===== src/rtl/acc_seq_pkg.sv =====
package acc_seq_pkg;

  typedef enum logic [3:0] {
    ALU_PASS, ALU_AND, ALU_OR, ALU_XOR, ALU_ADC, ALU_LSR, ALU_ASL,
    ALU_ROR, ALU_ROL, ALU_INC, ALU_DEC, ALU_SUB
  } alu_op_e;

  typedef enum logic [1:0] {DST_NONE, DST_A, DST_X, DST_MEM} dst_e;

  typedef enum logic [2:0] {
    K_BAD, K_MEMOP, K_STORE, K_BRANCH, K_HALT, K_INDEX, K_CARRY
  } kind_e;

  typedef struct packed {
    kind_e   kind;
    alu_op_e alu;
    dst_e    dst;
    logic    use_x;
    logic    upd_c;
  } dec_t;

  localparam logic [1:0] MODE_IMM = 2'b00;
  localparam logic [1:0] MODE_ABS = 2'b01;
  localparam logic [1:0] MODE_IDX = 2'b10;

endpackage


===== src/rtl/acc_seq_decode.sv =====
module acc_seq_decode
  import acc_seq_pkg::*;
(
  input  logic [7:0] opc,
  output dec_t       dec
);
  logic fam_hit;

  always_comb begin
    dec     = '{kind: K_BAD, alu: ALU_PASS, dst: DST_NONE, use_x: 1'b0, upd_c: 1'b0};
    fam_hit = 1'b1;
    case (opc[7:3])
      5'h00: begin dec.kind = K_MEMOP; dec.dst = DST_A; end
      5'h01: begin dec.kind = K_STORE; end
      5'h02: begin dec.kind = K_MEMOP; dec.dst = DST_X; end
      5'h03: begin dec.kind = K_STORE; dec.use_x = 1'b1; end
      5'h06: begin dec.kind = K_MEMOP; dec.dst = DST_A; dec.alu = ALU_AND; end
      5'h07: begin dec.kind = K_MEMOP; dec.dst = DST_A; dec.alu = ALU_OR; end
      5'h08: begin dec.kind = K_MEMOP; dec.dst = DST_A; dec.alu = ALU_XOR; end
      5'h09: begin dec.kind = K_MEMOP; dec.dst = DST_MEM; dec.alu = ALU_LSR; dec.upd_c = 1'b1; end
      5'h0A: begin dec.kind = K_MEMOP; dec.dst = DST_MEM; dec.alu = ALU_ASL; dec.upd_c = 1'b1; end
      5'h0B: begin dec.kind = K_MEMOP; dec.dst = DST_MEM; dec.alu = ALU_ROR; dec.upd_c = 1'b1; end
      5'h0C: begin dec.kind = K_MEMOP; dec.dst = DST_MEM; dec.alu = ALU_ROL; dec.upd_c = 1'b1; end
      5'h0D: begin dec.kind = K_MEMOP; dec.dst = DST_A; dec.alu = ALU_ADC; dec.upd_c = 1'b1; end
      5'h0F: begin dec.kind = K_MEMOP; dec.dst = DST_MEM; dec.alu = ALU_INC; end
      5'h10: begin dec.kind = K_MEMOP; dec.dst = DST_MEM; dec.alu = ALU_DEC; end
      5'h11: begin dec.kind = K_MEMOP; dec.alu = ALU_SUB; dec.upd_c = 1'b1; end
      5'h12: begin dec.kind = K_MEMOP; dec.alu = ALU_SUB; dec.upd_c = 1'b1; dec.use_x = 1'b1; end
      default: begin
        fam_hit = 1'b0;
        if (opc == 8'hC0)                        dec.kind = K_HALT;
        else if (opc == 8'hC8 || opc == 8'hC9)   dec.kind = K_INDEX;
        else if (opc == 8'hD0 || opc == 8'hD1)   dec.kind = K_CARRY;
        else if (opc[7:4] == 4'hF && !opc[0] && opc[3:1] != 3'd0)
                                                 dec.kind = K_BRANCH;
      end
    endcase
    if (fam_hit && (opc[0] || opc[2:1] == 2'b11)) dec.kind = K_BAD;
  end
endmodule


===== src/rtl/acc_seq_alu.sv =====
module acc_seq_alu
  import acc_seq_pkg::*;
(
  input  alu_op_e    op,
  input  logic [7:0] lhs,
  input  logic [7:0] rhs,
  input  logic       cin,
  output logic [7:0] res,
  output logic       cout
);
  logic [8:0] wide;

  always_comb begin
    res  = rhs;
    cout = cin;
    wide = 9'd0;
    case (op)
      ALU_PASS: res = rhs;
      ALU_AND:  res = lhs & rhs;
      ALU_OR:   res = lhs | rhs;
      ALU_XOR:  res = lhs ^ rhs;
      ALU_ADC: begin
        wide = {1'b0, lhs} + {1'b0, rhs} + {8'd0, cin};
        res  = wide[7:0];
        cout = wide[8];
      end
      ALU_LSR: begin res = {1'b0, rhs[7:1]}; cout = rhs[0]; end
      ALU_ASL: begin res = {rhs[6:0], 1'b0}; cout = rhs[7]; end
      ALU_ROR: begin res = {cin, rhs[7:1]};  cout = rhs[0]; end
      ALU_ROL: begin res = {rhs[6:0], cin};  cout = rhs[7]; end
      ALU_INC:  res = rhs + 8'd1;
      ALU_DEC:  res = rhs - 8'd1;
      ALU_SUB: begin
        res  = lhs - rhs;
        cout = (lhs >= rhs);
      end
      default: res = rhs;
    endcase
  end
endmodule


===== src/rtl/acc_seq_agu.sv =====
module acc_seq_agu
  import acc_seq_pkg::*;
#(
  parameter int MEM_SIZE = 256
) (
  input  logic [1:0] mode,
  input  logic [8:0] pc,
  input  logic [7:0] arg,
  input  logic [7:0] x,
  output logic [8:0] ea,
  output logic       ea_ok,
  output logic [8:0] tgt,
  output logic       tgt_ok
);
  localparam logic [9:0] MEM_LIM = 10'(MEM_SIZE);

  logic signed [10:0] tsum;

  always_comb begin
    case (mode)
      MODE_IMM: ea = pc + 9'd1;
      MODE_ABS: ea = {1'b0, arg};
      default:  ea = {1'b0, arg} + {1'b0, x};
    endcase
    ea_ok = ({1'b0, ea} < MEM_LIM);

    tsum   = $signed({2'b00, pc}) + 11'sd2 + $signed({{3{arg[7]}}, arg});
    tgt    = tsum[8:0];
    tgt_ok = !tsum[10] && (tsum < $signed({1'b0, MEM_LIM}));
  end
endmodule


===== src/rtl/acc_seq_cpu.sv =====
module acc_seq_cpu
  import acc_seq_pkg::*;
#(
  parameter int MEM_SIZE = 256
) (
  input  logic       clk,
  input  logic       rst,
  input  logic       start,
  input  logic [7:0] start_pc,
  output logic [7:0] mem_addr,
  output logic [7:0] mem_wdata,
  output logic       mem_we,
  input  logic [7:0] mem_rdata,
  output logic       halted
);
  localparam logic [9:0] MEM_LIM = 10'(MEM_SIZE);

  typedef enum logic [3:0] {
    S_IDLE, S_FETCH, S_OPW, S_DEC, S_ARGW, S_ARG, S_OPNW, S_EXEC, S_HALT
  } state_e;

  state_e     st_q;
  logic [8:0] pc_q;
  logic [7:0] a_q, x_q, opc_q;
  logic       z_q, n_q, c_q;
  logic [7:0] addr_q, wdata_q;
  logic       we_q, halt_q;

  logic [7:0] dec_in;
  dec_t       dec;
  alu_op_e    alu_op;
  logic [7:0] alu_l, alu_r, alu_res;
  logic       alu_c;
  logic [8:0] ea, tgt, pc_inc1, pc_inc2;
  logic       ea_ok, tgt_ok, take;

  assign dec_in  = (st_q == S_DEC) ? mem_rdata : opc_q;
  assign pc_inc1 = pc_q + 9'd1;
  assign pc_inc2 = pc_q + 9'd2;

  acc_seq_decode u_dec (
    .opc (dec_in),
    .dec (dec)
  );

  always_comb begin
    if (st_q == S_DEC) begin
      alu_op = mem_rdata[0] ? ALU_DEC : ALU_INC;
      alu_r  = x_q;
    end else begin
      alu_op = dec.alu;
      alu_r  = mem_rdata;
    end
    alu_l = dec.use_x ? x_q : a_q;
  end

  acc_seq_alu u_alu (
    .op   (alu_op),
    .lhs  (alu_l),
    .rhs  (alu_r),
    .cin  (c_q),
    .res  (alu_res),
    .cout (alu_c)
  );

  acc_seq_agu #(.MEM_SIZE(MEM_SIZE)) u_agu (
    .mode   (dec_in[2:1]),
    .pc     (pc_q),
    .arg    (mem_rdata),
    .x      (x_q),
    .ea     (ea),
    .ea_ok  (ea_ok),
    .tgt    (tgt),
    .tgt_ok (tgt_ok)
  );

  always_comb begin
    case (dec_in[3:1])
      3'd1:    take = 1'b1;
      3'd2:    take = !z_q;
      3'd3:    take = z_q;
      3'd4:    take = !n_q;
      3'd5:    take = n_q;
      3'd6:    take = !c_q;
      3'd7:    take = c_q;
      default: take = 1'b0;
    endcase
  end

  always_ff @(posedge clk) begin
    if (rst) begin
      st_q    <= S_IDLE;
      pc_q    <= 9'd0;
      a_q     <= 8'd0;
      x_q     <= 8'd0;
      opc_q   <= 8'd0;
      z_q     <= 1'b0;
      n_q     <= 1'b0;
      c_q     <= 1'b0;
      addr_q  <= 8'd0;
      wdata_q <= 8'd0;
      we_q    <= 1'b0;
      halt_q  <= 1'b0;
    end else begin
      we_q <= 1'b0;
      case (st_q)
        S_IDLE: begin
          if (start) begin
            pc_q <= {1'b0, start_pc};
            z_q  <= 1'b0;
            n_q  <= 1'b0;
            c_q  <= 1'b0;
            st_q <= S_FETCH;
          end
        end
        S_FETCH: begin
          if ({1'b0, pc_q} < MEM_LIM) begin
            addr_q <= pc_q[7:0];
            st_q   <= S_OPW;
          end else begin
            st_q   <= S_HALT;
            halt_q <= 1'b1;
          end
        end
        S_OPW: st_q <= S_DEC;
        S_DEC: begin
          opc_q <= mem_rdata;
          case (dec.kind)
            K_INDEX: begin
              x_q  <= alu_res;
              z_q  <= (alu_res == 8'd0);
              n_q  <= alu_res[7];
              pc_q <= pc_inc1;
              st_q <= S_FETCH;
            end
            K_CARRY: begin
              c_q  <= ~mem_rdata[0];
              pc_q <= pc_inc1;
              st_q <= S_FETCH;
            end
            K_MEMOP, K_STORE, K_BRANCH: begin
              if ({1'b0, pc_inc1} < MEM_LIM) begin
                addr_q <= pc_inc1[7:0];
                st_q   <= S_ARGW;
              end else begin
                st_q   <= S_HALT;
                halt_q <= 1'b1;
              end
            end
            default: begin
              st_q   <= S_HALT;
              halt_q <= 1'b1;
            end
          endcase
        end
        S_ARGW: st_q <= S_ARG;
        S_ARG: begin
          if (dec.kind == K_BRANCH) begin
            if (!take) begin
              pc_q <= pc_inc2;
              st_q <= S_FETCH;
            end else if (tgt_ok) begin
              pc_q <= tgt;
              st_q <= S_FETCH;
            end else begin
              st_q   <= S_HALT;
              halt_q <= 1'b1;
            end
          end else if (!ea_ok) begin
            st_q   <= S_HALT;
            halt_q <= 1'b1;
          end else if (dec.kind == K_STORE) begin
            addr_q  <= ea[7:0];
            wdata_q <= dec.use_x ? x_q : a_q;
            we_q    <= 1'b1;
            pc_q    <= pc_inc2;
            st_q    <= S_FETCH;
          end else begin
            addr_q <= ea[7:0];
            st_q   <= S_OPNW;
          end
        end
        S_OPNW: st_q <= S_EXEC;
        S_EXEC: begin
          case (dec.dst)
            DST_A:   a_q <= alu_res;
            DST_X:   x_q <= alu_res;
            DST_MEM: begin
              wdata_q <= alu_res;
              we_q    <= 1'b1;
            end
            default: ;
          endcase
          z_q <= (alu_res == 8'd0);
          n_q <= alu_res[7];
          if (dec.upd_c) c_q <= alu_c;
          pc_q <= pc_inc2;
          st_q <= S_FETCH;
        end
        default: st_q <= S_HALT;
      endcase
    end
  end

  assign mem_addr  = addr_q;
  assign mem_wdata = wdata_q;
  assign mem_we    = we_q;
  assign halted    = halt_q;

endmodule


===== config.mk =====
export PLATFORM = sky130hd
export DESIGN_NAME = acc_seq_cpu
export DESIGN_NICKNAME = d
export VERILOG_FILES = /design/src/rtl/acc_seq_pkg.sv /design/src/rtl/acc_seq_decode.sv /design/src/rtl/acc_seq_alu.sv /design/src/rtl/acc_seq_agu.sv /design/src/rtl/acc_seq_cpu.sv
export SDC_FILE = /design/constraint.sdc
export NUM_CORES = 1
export LEC_CHECK = 0
export CAP_MARGIN = 0
export CORE_UTILIZATION = 60
export CTS_CLUSTER_DIAMETER = 50
export CTS_CLUSTER_SIZE = 12
export DETAILED_ROUTE_END_ITERATION = 8
export DONT_BUFFER_PORTS = 1
export GPL_TIMING_DRIVEN = 0
export HOLD_SLACK_MARGIN = 0.06
export PLACE_DENSITY = 0.79
export SYNTH_ARGS = -nofsm -noshare
export SYNTH_HDL_FRONTEND = slang
export SYNTH_SLANG_ARGS = --single-unit

===== constraint.sdc =====
create_clock -name clk -period 4.4 [get_ports clk]
set_input_delay 0.88 -clock clk [delete_from_list [all_inputs] [get_ports clk]]
set_output_delay 0.88 -clock clk [all_outputs]
set_load 0.1 [all_outputs]

==> key figures, run 1 <==
Worst setup path
  – CP Data Arrival Time: ~4.7 ns
  – Worst reg2reg endpoint: z_q
  – Critical path depth: 19
  – Critical Path, Cell by Cell: nand4bb_1, buf_6, buf_12, mux2_4, o21ai_4, nand2_4, mux2_4, fa_2, inv_2, fa_2, nand3b_1, nand2_1, a31o_2, a221oi_2, a31oi_2, a211oi_2, o22ai_2, or3_4, o31ai_4
  – R2R Path Start: st_q[3]
  – Delay-heaviest family, CP: compound AO/OA/AOI/OAI gates
  – WS Path Type: reg2reg
  – Setup crit start kind: flop
  – Reg2Reg Setup Slack: -0.06 ns
  – CP peak stage delay: approximately 0.42 ns
  – FF-to-FF path depth: 19
  – CP Buf/Inv Count: 3
  – Worst Setup End Kind: flop
  – CP max stage cell: or3_4
  – Req. time, crit path: approximately 4.7 ns
  – Crit path max fanout: 7

Placement
  – Dpl cell area: roughly 7000 µm²
  – DP Wirelength: 18860 µm
  – Routability cong.: between 1 and 1.5
  – Port bufs: 0
  – DP Worst Slack: -1.015 ns

Clock tree
  – Root buffer cell: clkbuf_16
  – Maximum root-to-sink buffer count: 2
  – CTS clock-pin slew for the worst setup and hold paths: about 0.060 ns
  – CTS tree: built
  – Clk_lat worst skew: between 0.3 and 0.4 ns
  – Cts bufs inserted: 9
  – H-Tree Depth: 3
  – CTS Sinks: 58
  – CTS Hold Bufs: 0

Global routing
  – Largest net degree at the start of global routing: 13
  – Initial antenna violation count: 0
  – Number of global-route vias before repair: between 7000 and 8000
  – First-pass GRT wire length: approximately 39000 µm
  – Grt total ovfl: 0
  – Overall Global Routing Usage: 0.4402

Yosys
  – Yosys cell types: 92
  – Top cells by area, synth: dfxtp_1 (17%), ha_1 (9.1%), nor2_1 (5.5%)
  – Synth Instances: 901
  – Post-synthesis register bit count: between 50 and 60
  – List of most frequent post-synthesis cells: nor2_1 (100), nand2_1 (67), a21oi_1 (59)
  – Mapped Nets: a little under 1000
  – Commonest register cell after synthesis: dfxtp_1
  – Top cell type by total area after synthesis: dfxtp_1
  – Synth warnings: 0
  – Syn_area_per_cell: 7.596 µm²
  – Number of flops mapped to enable cells by yosys: 0
  – Synth Cell Area: about 6800 µm²
  – Register area share after synthesis: 0.1697
  – Post-synth ARST share: 0
  – Count leader, synth: nor2_1
  – Top cell type's share of synthesized area: 0.1697

Hold path
  – Worst hold path cell count: 2
  – Hold_sp: a_q[5]
  – Hold Crit Endpoint: a_q[5]
  – HP Class: reg2reg

Route
  – DRT Wirelength: around 27000 µm
  – Vias post-DR: 7931
  – Initial DRC Count: 1128
  – DRT antenna net count: 0
  – DRC errors left: 0
  – Routed len/inst: 24.17 µm
  – DRT Pass-1 Iters: 6
  – Via density per instance: between 7 and 8

Power and ir drop
  – P per Cell Area: 283.1 nW/µm²
  – Worst vdd ir: between 0.3 and 0.4 mV
  – Leak: around 0.0034 µW

Outcome
  – Status: finished, violations left
  – Failing checks: capacitance limit, setup timing

Timing
  – Tcrit/Tclk final: 1.014
  – RSZ-0062 raised after global routing: true
  – Endpoints failing setup: 1
  – Final min period: roughly 4.5 ns
  – Hold Fails Final Rpt: 0
  – Rel. slew slack: 0.01334
  – Slack of the critical path: -0.06094 ns
  – Maximum clock rate: roughly 0.22 GHz
  – Final Max Slew Viols: 0
  – Worst Clk Skew: between 0.01 and 0.015 ns
  – Worst-margin pin slew: approximately 1.5 ns

Final layout
  – Nets: approximately 1000
  – Finished Cell Area: a little over 8000 µm²
  – Final Util: 0.7395
  – Layout cells sized above 1: 0.1981
  – Area Growth Syn to Fin: 18.67%
  – Diode count: 0

Floorplanning
  – Die Area: about 12000 µm²
  – Row Count: 38
  – Core box area: 10980 µm²
  – Die W: between 100 and 150 µm
  – Starting Density: 0.6231
  – Die H: 108.8 µm
  – IO Pins: 37

Job
  – Max-cap violations: 1
-- state kept, by name (all words and copies together) (netlist names) --
name and cells:
z_q 1, halted 1, pc_q 9, st_q 4, mem_we 1, n_q 1
a_q 8, x_q 8, c_q 1, opc_q 8, mem_wdata 8, mem_addr 8
-- metrics by stage --
step	std cells	total power (µW)	TNS [ns]	hold WS, ns
finish	1099	2299	-0.06094	0.5101
global route	1099	2385	-0.5250	0.5301
CTS	1079	2226	0	0.5030
detailed placement	1041	1462	-13.50	0.4844
global placement	1041	1445	-10.72	0.4790
floorplan	901	1276	0	0.4589
-- timing repair --
item / CTS / global route
endpoints found under the setup margin: 25 / 15
buffers inserted: 23 / 22
resized for setup: 57 / 40
pin swaps: 14 / 31
-- cells by family (layout without fill, tap and decap cells) --
group           count (synthesis)  count (layout)  share of synthesized area
fa+ha+maj                      56              56                     0.1090
compound gates                279             279                     0.2910
flops                          58              58                     0.1697
buf+inv                       103             161                    0.06508
mux                            55              55                    0.08867
xor+xnor                       36              36                    0.04607
simple gates                  314             314                     0.2305
-- worst register-to-register path: cells and delay by family (launching register included) --
family / cells / cell delay (ns)
and+or+nand+nor: 5 / 0.96
AOI/OAI and AO/OA: 7 / 1.43
DFF: 1 / 0.35
muxes: 2 / 0.70
buffers and inverters: 3 / 0.38
adders and majority gates: 2 / 0.57
-- worst max path at each step --
| stage | start | end |
|---|---|---|
| after floorplan | mem_rdata[6] | z_q |
| after global placement | st_q[3] | n_q |
| final | st_q[3] | z_q |
| after global routing | st_q[3] | z_q |
| after CTS | st_q[3] | z_q |
| after detailed placement | st_q[3] | n_q |
-- final cells by class --
type / count / area, µm²
Multi-Input combinational cell: 740 / 5635
Timing Repair Buffer: 45 / 364.1
Buffer: 50 / 290.3
Inverter: 50 / 187.7
Fill cell: 840 / 2861
Sequential cell: 58 / 1166
Tap cell: 140 / 175.2
Clock inverter: 7 / 77.57
Clock buffer: 9 / 225.2
-- where the power goes --
part | internal, µW | switching, µW
combinational | 356 | 549
clock | 442 | 285
sequential | 564 | 103
total | 1360 | 937
-- layer usage --
metal	global-route usage	up-vias	share of wire
met1	0.5284	3765	0.38
met4	0.2654	0	0.060
met2	0.6935	576	0.44
met5	0	-	0
met3	0.1285	147	0.12
li1	-	3443	-
-- placed cells by master, fill, tap and decap left out, drive strengths merged, types with 6 or more instances in the layout --
cell type	Yosys	routed
o211ai	13	13
dfxtp	58	58
xor2	13	13
a22oi	7	7
xnor2	23	23
a21o	13	13
o21a	7	7
or2	6	6
and3	9	9
nor3	27	27
nand2b	10	10
nand3	25	25
a21oi	61	61
nor4	9	9
a211oi	28	28
fa	6	6
o21ai	48	48
buf	22	63
or3	6	6
nor2	100	100
o31ai	6	6
mux2i	42	42
clkbuf	31	41
ha	50	50
a31oi	19	19
mux2	13	13
and2	6	6
a2111oi	7	7
inv	50	52
a221oi	13	13
nor2b	21	21
nand2	67	67
(Power assumes the default switching activity.)
==> run 2: changes to the inputs <==
PLACE_DENSITY = not set   (was 0.79)
PLACE_DENSITY_LB_ADDON = 0.3   (was not set)
==> run 2 against run 1 <==
Net effect: the flow finishes with violations (setup timing); combinational power shrank 1%; power is 4.7% higher; count of clock-buffer cells in the layout unchanged; clock power is 16% higher; sequential share of layout area about the same; final area barely moved; worst setup slack improved by 0.014 ns; critical endpoint unchanged; highest routed layer unchanged.
==> key figures, run 2 (synthesized netlist as in run 1, its figures left out) <==
Power and ir drop
  – Leak: around 0.0034 µW
  – Seq pwr share: 0.277
  – Power share of the combinational group: 0.372
  – Worst vdd ir: 0.3475 mV
  – Proportion of power drawn by the clock network: 0.351
  – Total Power: 2407 µW
  – Switching pwr: 929.9 µW
  – Pint: 1478 µW
  – Net Sw Frac: 0.3863
  – P per Cell Area: a little under 300 nW/µm²

Timing
  – Worst-margin pin slew: between 1 and 1.5 ns
  – Rel. slew slack: 0.07301
  – RSZ-0062 raised after global routing: true
  – Worst Clk Skew: approximately 0.0084 ns
  – Final Max Slew Viols: 0
  – Final min period: 4.447 ns
  – Endpoints failing setup: 2
  – Tcrit/Tclk final: 1.011
  – Slack of the critical path: -0.04653 ns
  – Maximum clock rate: roughly 0.22 GHz
  – Hold Fails Final Rpt: 0

Route
  – Metal3 WL: roughly 3200 µm
  – Routed len/inst: 22.80 µm
  – DRT Pass-1 Iters: 7
  – Detail Route met2 WL: 10840 µm
  – Vias post-DR: 7780
  – M1 wire length: between 9000 and 10000 µm
  – Via density per instance: a little over 7
  – DRC errors left: 0
  – Initial DRC Count: ~1200
  – DRT antenna net count: 0
  – DRT Wirelength: 24920 µm
  – Top sig layer: met4

Clock tree
  – Root buffer cell: clkbuf_16
  – Maximum root-to-sink buffer count: 2
  – Clk_lat worst skew: roughly 0.35 ns
  – CTS clock-pin slew for the worst setup and hold paths: around 0.06 ns
  – H-Tree Depth: 3
  – Cts bufs inserted: 9
  – CTS Sinks: 58
  – CTS tree: built

Final layout
  – Fillers: approximately 800
  – Area Growth Syn to Fin: 18.61%
  – Nets: ~1000
  – Final Util: 0.7391
  – Multi-input combinational cell area: 5653 µm²
  – Commonest non-fill, non-tap cell in the layout: nor2_1
  – Largest register by flop count: pc_q
  – Non-filler cells in the finished layout: about 1100
  – Commonest non-fill, non-tap cells in the layout: nor2_1 (98), nand2_1 (64), dfxtp_1 (56), a21oi_1 (52), inv_1 (46)
  – Layout cells sized above 1: 0.1983
  – Reg area: approximately 1200 µm²
  – Max FFs per register: 9
  – Diode count: 0
  – Finished Cell Area: 8118 µm²

Global routing
  – Largest net degree at the start of global routing: 13
  – Overall Global Routing Usage: 0.4180
  – Grt total ovfl: 0
  – First-pass GRT wire length: 37690 µm
  – Initial antenna violation count: 0
  – Number of global-route vias before repair: around 7200

Worst setup path
  – Worst Setup End Kind: flop
  – CP Data Arrival Time: 4.71 ns
  – WS Path Type: reg2reg
  – Req. time, crit path: 4.67 ns
  – Crit path max fanout: 7
  – Setup crit start kind: flop

Placement
  – Dpl cell area: about 7000 µm²
  – Inst Count DP: around 1000
  – Routability cong.: 0.9880
  – DP Worst Slack: -1.006 ns
  – DP Wirelength: 17190 µm
  – Port bufs: 0

Floorplanning
  – Die Area: 11840 µm²
  – Starting Density: 0.6231
  – IO Pins: 37
  – Die W: 108.8 µm
  – Die H: approximately 110 µm
  – Core box area: between 10000 and 15000 µm²
  – Row Count: 38

Job
  – Max-cap violations: 0

Outcome
  – Failing checks: setup timing
  – Status: finished, violations left

Hold path
  – HP Class: reg2reg
## run 2: through the flow
step / setup TNS [ns] / hold slack (ns)
5_1_grt: -0.8739 / 0.5306
4_1_cts: 0 / 0.5051
2_1_floorplan: 0 / 0.4589
3_5_place_dp: -12.77 / 0.4925
3_3_place_gp: -10.67 / 0.4784
6_report: -0.05965 / 0.5073
## run 2: worst paths after layout
path / startpoint / end / slack, ns / cells after the start
worst max-delay path: st_q[3] / z_q / -0.05 / 22
worst max register to register: st_q[3] / z_q / -0.05 / 22
worst min-delay path: a_q[6] / a_q[6] / 0.51 / 2
worst min register to register: a_q[6] / a_q[6] / 0.51 / 2
## run 2: metal layers
layer  global-route usage  vias to the layer above
li1                     -                     3433
met3               0.1136                      152
met5                    0                        -
met2               0.6474                      619
met1               0.5325                     3576
met4               0.2095                        0
## run 2: area by class of cell
| type | count | share of cell area |
|---|---|---|
| well taps | 140 | 0.02158 |
| clock inverters | 7 | 0.01526 |
| plain buffers | 50 | 0.03437 |
| clock buffers | 9 | 0.02774 |
| flip-flops and latches | 58 | 0.1436 |
| repair buffers | 39 | 0.03792 |
| multi-input cells | 740 | 0.6964 |
| inverters | 50 | 0.02312 |
## run 2: worst max-delay path, cell delays in order, from the launching register on
cell	delay (ns)
dfxtp_4	0.34
nand4bb_1	0.19
buf_6	0.15
buf_8	0.12
buf_12	0.13
nor3b_2	0.14
a31oi_1	0.07
buf_4	0.17
o21ai_4	0.06
nand2_4	0.12
mux2_4	0.37
fa_2	0.42
inv_2	0.07
fa_2	0.20
nand3b_1	0.14
nand2_2	0.08
a31o_4	0.26
a221oi_2	0.27
a31oi_2	0.08
a211oi_2	0.24
o22ai_2	0.12
or3_4	0.40
o31ai_4	0.21
## run 2: power by group through the flow
stage	clock network, µW	logic (µW)	registers [µW]
after floorplan	0	610	665
after global placement	0	769	674
after detailed placement	0	776	676
after CTS	839	821	665
after global routing	859	970	672
final	845	895	667
## run 2: repair_timing
item,4_1_cts,5_1_grt
setup endpoints to repair,25,16
hold buffers,0,0
pin swaps,15,38
resized for setup,49,52
buffers inserted,19,20
